$ cat src/rtl/bps_pkg.sv
package bps_pkg;

   typedef enum logic [2:0] {
      ST_IDLE    = 3'd0,
      ST_RD_ORIG = 3'd1,
      ST_WR_CPL  = 3'd2,
      ST_RD_VFY  = 3'd3,
      ST_WR_BACK = 3'd4,
      ST_FIN     = 3'd5
   } bps_state_e;

   function automatic logic is_access(bps_state_e s);
      return (s == ST_RD_ORIG) || (s == ST_WR_CPL) ||
             (s == ST_RD_VFY)  || (s == ST_WR_BACK);
   endfunction

   function automatic logic is_write(bps_state_e s);
      return (s == ST_WR_CPL) || (s == ST_WR_BACK);
   endfunction

endpackage

$ cat src/rtl/bps_ctrl.sv
module bps_ctrl
   import bps_pkg::*;
(
   input  logic       clk,
   input  logic       rst_n,
   input  logic       start_i,
   input  logic       ack_i,
   output bps_state_e state_o,
   output logic       take_o,
   output logic       fin_o
);

   bps_state_e st_q, st_d;

   // a start is honoured only when no access is outstanding
   assign take_o = start_i && ((st_q == ST_IDLE) || (st_q == ST_FIN));
   assign fin_o  = (st_q == ST_WR_BACK) && ack_i;

   always_comb begin
      st_d = st_q;
      unique case (st_q)
         ST_IDLE, ST_FIN: if (start_i) st_d = ST_RD_ORIG;
         ST_RD_ORIG:      if (ack_i)   st_d = ST_WR_CPL;
         ST_WR_CPL:       if (ack_i)   st_d = ST_RD_VFY;
         ST_RD_VFY:       if (ack_i)   st_d = ST_WR_BACK;
         ST_WR_BACK:      if (ack_i)   st_d = ST_FIN;
         default:                      st_d = ST_IDLE;
      endcase
   end

   always_ff @(posedge clk) begin
      if (!rst_n) st_q <= ST_IDLE;
      else        st_q <= st_d;
   end

   assign state_o = st_q;

endmodule

$ cat src/rtl/bps_port.sv
module bps_port
   import bps_pkg::*;
#(
   parameter int unsigned ADDR_W    = 11,
   parameter int unsigned DATA_W    = 8,
   parameter logic [ADDR_W-1:0] TEST_ADDR = '0
) (
   input  bps_state_e        state_i,
   input  logic [DATA_W-1:0] orig_i,
   output logic              req_o,
   output logic              we_o,
   output logic [ADDR_W-1:0] addr_o,
   output logic [DATA_W-1:0] wdata_o
);

   assign req_o  = is_access(state_i);
   assign we_o   = is_write(state_i);
   assign addr_o = TEST_ADDR;

   always_comb begin
      unique case (state_i)
         ST_WR_CPL: wdata_o = ~orig_i;
         default:   wdata_o = orig_i;
      endcase
   end

endmodule

$ cat src/rtl/bps_judge.sv
module bps_judge
   import bps_pkg::*;
#(
   parameter int unsigned DATA_W         = 8,
   parameter bit          CMP_AT_CAPTURE = 1'b0
) (
   input  logic              clk,
   input  logic              rst_n,
   input  bps_state_e        state_i,
   input  logic              ack_i,
   input  logic [DATA_W-1:0] rdata_i,
   input  logic              take_i,
   input  logic              fin_i,
   output logic [DATA_W-1:0] orig_o,
   output logic              low_o
);

   logic [DATA_W-1:0] orig_q;
   logic              mism;
   logic              low_q;

   always_ff @(posedge clk) begin
      if (!rst_n)                                orig_q <= '0;
      else if ((state_i == ST_RD_ORIG) && ack_i) orig_q <= rdata_i;
   end

   generate
      if (CMP_AT_CAPTURE) begin : g_cmp_capture
         // one flag bit, compare sits on the read-data path
         logic bad_q;
         always_ff @(posedge clk) begin
            if (!rst_n)                               bad_q <= 1'b0;
            else if ((state_i == ST_RD_VFY) && ack_i) bad_q <= (rdata_i != ~orig_q);
         end
         assign mism = bad_q;
      end else begin : g_cmp_stored
         // keep the whole second read, compare from registers
         logic [DATA_W-1:0] vfy_q;
         always_ff @(posedge clk) begin
            if (!rst_n)                               vfy_q <= '0;
            else if ((state_i == ST_RD_VFY) && ack_i) vfy_q <= rdata_i;
         end
         assign mism = (vfy_q != ~orig_q);
      end
   endgenerate

   always_ff @(posedge clk) begin
      if (!rst_n)      low_q <= 1'b0;
      else if (take_i) low_q <= 1'b0;
      else if (fin_i)  low_q <= mism;
   end

   assign orig_o = orig_q;
   assign low_o  = low_q;

endmodule

$ cat src/rtl/batt_probe_seq.sv
module batt_probe_seq
   import bps_pkg::*;
#(
   parameter int unsigned ADDR_W         = 11,
   parameter int unsigned DATA_W         = 8,
   parameter logic [ADDR_W-1:0] TEST_ADDR = '0,
   parameter bit          CMP_AT_CAPTURE = 1'b0
) (
   input  logic              clk,
   input  logic              rst_n,
   input  logic              start_i,
   output logic              mem_req_o,
   output logic              mem_we_o,
   output logic [ADDR_W-1:0] mem_addr_o,
   output logic [DATA_W-1:0] mem_wdata_o,
   input  logic              mem_ack_i,
   input  logic [DATA_W-1:0] mem_rdata_i,
   output logic              done_o,
   output logic              batt_low_o,
   output logic              busy_o
);

   localparam int unsigned ADDR_SPAN = 1 << ADDR_W;

   if (DATA_W < 1) begin : g_bad_data_w
      $error("batt_probe_seq: DATA_W must be at least 1");
   end
   if ((ADDR_W < 1) || (ADDR_W > 30)) begin : g_bad_addr_w
      $error("batt_probe_seq: ADDR_W must be in 1..30");
   end
   if (ADDR_SPAN < 2) begin : g_bad_span
      $error("batt_probe_seq: address space too small");
   end

   bps_state_e        state;
   logic              take;
   logic              fin;
   logic [DATA_W-1:0] orig;

   bps_ctrl u_ctrl (
      .clk     (clk),
      .rst_n   (rst_n),
      .start_i (start_i),
      .ack_i   (mem_ack_i),
      .state_o (state),
      .take_o  (take),
      .fin_o   (fin)
   );

   bps_port #(
      .ADDR_W    (ADDR_W),
      .DATA_W    (DATA_W),
      .TEST_ADDR (TEST_ADDR)
   ) u_port (
      .state_i (state),
      .orig_i  (orig),
      .req_o   (mem_req_o),
      .we_o    (mem_we_o),
      .addr_o  (mem_addr_o),
      .wdata_o (mem_wdata_o)
   );

   bps_judge #(
      .DATA_W         (DATA_W),
      .CMP_AT_CAPTURE (CMP_AT_CAPTURE)
   ) u_judge (
      .clk     (clk),
      .rst_n   (rst_n),
      .state_i (state),
      .ack_i   (mem_ack_i),
      .rdata_i (mem_rdata_i),
      .take_i  (take),
      .fin_i   (fin),
      .orig_o  (orig),
      .low_o   (batt_low_o)
   );

   assign done_o = (state == ST_FIN);
   assign busy_o = is_access(state);

endmodule

$ cat config.mk
export PLATFORM = sky130hd
export DESIGN_NAME = batt_probe_seq
export DESIGN_NICKNAME = d
export VERILOG_FILES = /design/src/rtl/bps_pkg.sv /design/src/rtl/bps_ctrl.sv /design/src/rtl/bps_port.sv /design/src/rtl/bps_judge.sv /design/src/rtl/batt_probe_seq.sv
export SDC_FILE = /design/constraint.sdc
export NUM_CORES = 1
export LEC_CHECK = 0
export BUFFER_PORTS_ARGS = -buffer_cell sky130_fd_sc_hd__buf_2
export CAP_MARGIN = 0
export CORE_MARGIN = 1.5
export CORE_UTILIZATION = 31
export DETAILED_ROUTE_END_ITERATION = 8
export HOLD_SLACK_MARGIN = 0.06
export PLACE_DENSITY = 0.54
export SLEW_MARGIN = 40
export SYNTH_ARGS = -nofsm -noshare
export SYNTH_HDL_FRONTEND = slang
export SYNTH_HIERARCHICAL = 1
export SYNTH_SLANG_ARGS = --single-unit
$ cat constraint.sdc
create_clock -name clk -period 1.83 [get_ports clk]
set_input_delay 0.2745 -clock clk [delete_from_list [all_inputs] [get_ports clk]]
set_output_delay 0.2745 -clock clk [all_outputs]
set_load 0.02 [all_outputs]
=== After elaboration in Yosys (flattened, before gate mapping) ===
Cells that the tools add are included.

* Bits of input ports: 12
* Register bits: 20
* Output and inout bits: 24
* Logic and storage cells: 37

* Equality and inequality tests: 11
* Reduce and logical (&&, ||, !) cells: 13
* Mux-type cells: 7
* Bitwise gates (word level): 2

{| class="wikitable"
|+ Operator list
! kind !! count
|-
| two-way mux 3 bit || 5
|-
| case mux 3 bit (5 select lines) || 1
|-
| inequality test 2 bit, second input constant || 5
|-
| two-way mux 8 bit || 1
|-
| inequality test 8 bit || 1
|-
| inverter 8 bit || 1
|-
| == test 3 x 2 -> 1 bit, second input constant || 2
|-
| == test 3 bit, second input constant || 2
|-
| logical OR 1 bit || 5
|-
| AND reduction 5 bit || 1
|-
| logical AND 1 bit || 4
|-
| OR reduction 2 bit || 2
|-
| == test 3 x 1 -> 1 bit, second input constant || 1
|-
| zero test 3 bit || 1
|-
| inverter 1 bit || 1
|}

=== Longest topological paths before layout ===
* Depth in word-level cells: 4
* Depth in mapped cells: 5
* Depth with buffers taken out: 4

=== Hierarchy ===
Netlist, hierarchy kept.

{| class="wikitable"
|+ Modules (own cells, without submodules)
! module !! area an instance (um^2) !! cells an instance !! times used !! sequential area each (um^2)
|-
| bps_judge || 747.0 || 77 || 1 || 340.3
|-
| bps_port || 205.2 || 26 || 1 || 0.0
|-
| bps_ctrl || 182.7 || 19 || 1 || 60.1
|-
| batt_probe_seq || 22.5 || 4 || 1 || 0.0
|}

=== Worst setup path before layout ===
Ideal clock, no wire load.

* Path kind: reg2out
* From: register u_ctrl.st_q[1], in the netlist u_ctrl/state_o[1]
* To: output port mem_wdata_o[0]
* Slack: 0.363 ns
* Required time: 1.556 ns
* Stages on the path, launching flop included: 4
* Arrival: 1.193 ns
* Buffers on the path: 1
* Cell sequence: dfxtp_1 -> nor3b_2 -> buf_6 -> xor2_1

* Word-level cells in the longest chain between the ends: 2

{| class="wikitable"
|+ Ends and longest elaborated chain
! what !! line !! source
|-
| from (decl) || bps_ctrl.sv:13 || <nowiki>bps_state_e st_q, st_d;</nowiki>
|-
| from (signal assigned) || bps_ctrl.sv:33 || <nowiki>else st_q <= st_d;</nowiki>
|-
| == test 3 x 2 -> 1 bit || bps_port.sv:21 || <nowiki>unique case (state_i)</nowiki>
|-
| two-way mux 8 bit || bps_port.sv:21 ||
|-
| to (decl) || batt_probe_seq.sv:15 || <nowiki>output logic [DATA_W-1:0] mem_wdata_o,</nowiki>
|}

No other way between the ends.

=== Worst setup path after layout ===
* From: register u_ctrl.st_q[2], in the netlist u_ctrl/state_o[2]
* To: output port mem_wdata_o[7]

The elaborated chain is that of the path after synthesis.

==> impl_metrics.tcl <==
set metrics [dict create \
    status "finished, final reports clean" \
    worstSetupEndpoint "mem_wdata_o[7]" \
    worstSetupStartpointType "register" \
    cts_resized 0 \
    swShare 0.2738 \
    ys_ff_latch 20 \
    leakage_nw 0.6323 \
    clockPowerShare 0.373 \
    cp_max_fo 15 \
    switching_power_w 0.0003195 \
    place_congestion 0.6979 \
    cts_buffer_depth 2 \
    placed_area_sq_mm 0.001280 \
    rsz0062_at_grt "false" \
    insertion_delay_ns 0.26 \
    crit_start "u_ctrl/state_o[2]" \
    h-tree-depth 1 \
    vias_per_cell 4.390 \
    grt_max_degree 21 \
    cts_made_buffers 3 \
    first_global_vias 864 \
    avgRoutedWirePerCell_um 11.23 \
    worstPathRequired_ns 1.56 \
    initial_core_util 0.3185 \
    ys_types 28 \
    busiest_layer "met2" \
    ir_worst_vdd_mv 0.5396 \
    overflow 0 \
    grt_pass1_wl_mm 3.946 \
    cap_violations 0 \
    fp.dieArea_sq_mm 0.004109 \
    drive_above_1_share 0.2434 \
    die_y_um 64.10 \
    drt_iter0_markers 34 \
    finalHoldViolCount 0 \
    seqPwrFrac 0.403 \
    syn_area_per_cell_sq_um 9.185 \
    holdBufCountCts 0 \
    max_stage_delay_ns 0.41 \
    cts.sinks 20 \
    yosys.area.top_type_share 0.3459 \
    hold_path_class "input pin to register" \
    nets 165 \
    fin_util 0.3722 \
    diodes 0 \
    synth_area_leaders "dfxtp_1, xor2_1, buf_4, mux2i_1, nand2_1" \
    min_period_over_period 0.9354 \
    drv_slew 0 \
    r2r-start "u_ctrl/state_o[1]" \
    dp_hpwl_mm 1.593 \
    p_comb_frac 0.223 \
    final_area_sq_mm 0.001353 \
    portBuffers 24 \
    use_met2 0.2057 \
    rr_endpoint "u_judge/orig_o[2]" \
    r2r_cells 5 \
    synth_cells 126 \
    skew_ns 0.006173 \
    yosysWarnings 6 \
    vias 878 \
    row_count 22 \
    tritoncts "yes" \
    nFillCells 403 \
    post-cts-setup-buffers 0 \
    finalWirelength_mm 2.246 \
    drt_first_pass_iters 4 \
    finalCriticalPeriod_ns 1.712 \
    crit_chain "nor3b_2 > buf_4 > xor2_1 > buf_2" \
    syn-cell-area_sq_mm 0.001157 \
    reg2reg_slack_ns 0.52 \
    synth_seq_area_share 0.3459 \
    finalSetupTns_ns 0 \
    use_met1 0.1589 \
    crit_type "register to primary output" \
    ios 36 \
    p_per_area_mw_per_mm2 862.7 \
    cp_slowest_cell "dfxtp_2" \
    crit_path_end_kind "primary output" \
    met3_usage 0.02113 \
    fmax_mhz 584.2 \
    grt_usage 0.1226 \
    antenna_found_initial 0 \
    yosys.area.top_type "dfxtp_1" \
    clockRootBuffer "clkbuf_8" \
    power_w 0.001167 \
    cp.arrival_ns 1.44 \
    core_area_sq_mm 0.003633 \
    layout_commonest_cell "buf_2" \
    final_cell_mix "buf_2, nand2_1, dfxtp_1, xor2_1, conb_1" \
    remaining_drc_errors 0 \
    p_int_w 0.0008473 \
    clk_pin_slew_ns 0.08 \
    area_growth_syn_to_layout_pct 16.87 \
    setup_violations 0 \
    ant_nets 0 \
    die_x_um 64.10 \
]
## metal layers
metal,up-vias,wire [um],part of all wire
met4,0,8,0.0036
met2,24,1048,0.47
met3,2,92,0.041
met5,-,0,0
met1,406,1097,0.49
li1,446,-,-
## sequential cells by signal (all words and copies together), names as in the netlist
register	cells
u_ctrl/state_o	3
u_judge/g_cmp_stored.vfy_q	8
u_judge/low_o	1
u_judge/orig_o	8
## per-stage QoR
step / std cells / hold WS, ns / worst slack [ns]
2_1_floorplan: 136 / 0.4093 / 0.3630
3_3_place_gp: 196 / 0.4533 / 0.3258
3_5_place_dp: 196 / 0.4577 / 0.2898
4_1_cts: 200 / 0.2517 / 0.001058
5_1_grt: 200 / 0.2655 / 0.03783
6_report: 200 / 0.2553 / 0.1182
## power groups by stage
stage / sequential, W / combinational [W] / clock [W]
finish: 0.000471 / 0.000261 / 0.000436
CTS: 0.000471 / 0.000264 / 0.000449
global route: 0.000475 / 0.000286 / 0.000466
detailed placement: 0.000481 / 0.000262 / 0
global placement: 0.000480 / 0.000260 / 0
floorplan: 0.000487 / 0.000200 / 0
## kinds of logic (layout without fill, tap and decap cells)
| logic type | count (synthesis) | after routing | share of synthesized area |
|---|---|---|---|
| flops | 20 | 20 | 0.3459 |
| buf+inv | 16 | 32 | 0.1081 |
| compound gates | 13 | 13 | 0.08757 |
| xor+xnor | 21 | 21 | 0.1589 |
| mux | 8 | 8 | 0.06919 |
| other cells | 1 | 11 | 0.003240 |
| simple gates | 47 | 47 | 0.2270 |
## cell usage after synthesis
cell,count
o31a_1,2
nor2_1,5
xor2_1,18
o21ai_0,1
buf_6,3
nand4b_1,2
dfxtp_1,20
buf_4,11
nand2_1,20
nand2_2,1
a21boi_1,8
nand3b_1,1
and4b_1,1
buf_2,1
xnor2_1,3
and4bb_2,1
nor3b_2,1
nor3b_1,3
mux2i_1,8
conb_1,1
nor2b_1,8
o2111a_1,1
nand4_1,1
clkbuf_1,1
a21boi_0,1
nand3_1,1
and4bb_1,1
nor2_2,1
## how the worst min path moves through the flow
stage	to	cells past startpoint	startpoint	slack, ns
2_1_floorplan	u_judge/g_cmp_stored.vfy_q[0]	2	mem_rdata_i[0]	0.41
3_3_place_gp	u_judge/g_cmp_stored.vfy_q[7]	2	u_judge/g_cmp_stored.vfy_q[7]	0.45
3_5_place_dp	u_judge/g_cmp_stored.vfy_q[5]	2	u_judge/g_cmp_stored.vfy_q[5]	0.46
4_1_cts	u_judge/g_cmp_stored.vfy_q[4]	3	mem_rdata_i[4]	0.25
5_1_grt	u_judge/g_cmp_stored.vfy_q[4]	3	mem_rdata_i[4]	0.27
6_report	u_judge/g_cmp_stored.vfy_q[4]	3	mem_rdata_i[4]	0.26
## critical path, delay by kind of cell, from the launching register on
kind,cells,cell delay [ns]
xor+xnor,1,0.17
flops,1,0.41
simple gates,1,0.20
buf+inv,2,0.41
## final cells by class
| type | count | area, sq um | share of cell area |
|---|---|---|---|
| multi-input cells | 100 | 669.4 | 0.4949 |
| flip-flops and latches | 20 | 401.6 | 0.2969 |
| repair buffers | 28 | 150.1 | 0.1110 |
| well taps | 48 | 60.06 | 0.04440 |
| clock buffers | 3 | 41.29 | 0.03053 |
| clock inverters | 1 | 30.03 | 0.02220 |
(Power assumes the default switching activity.)
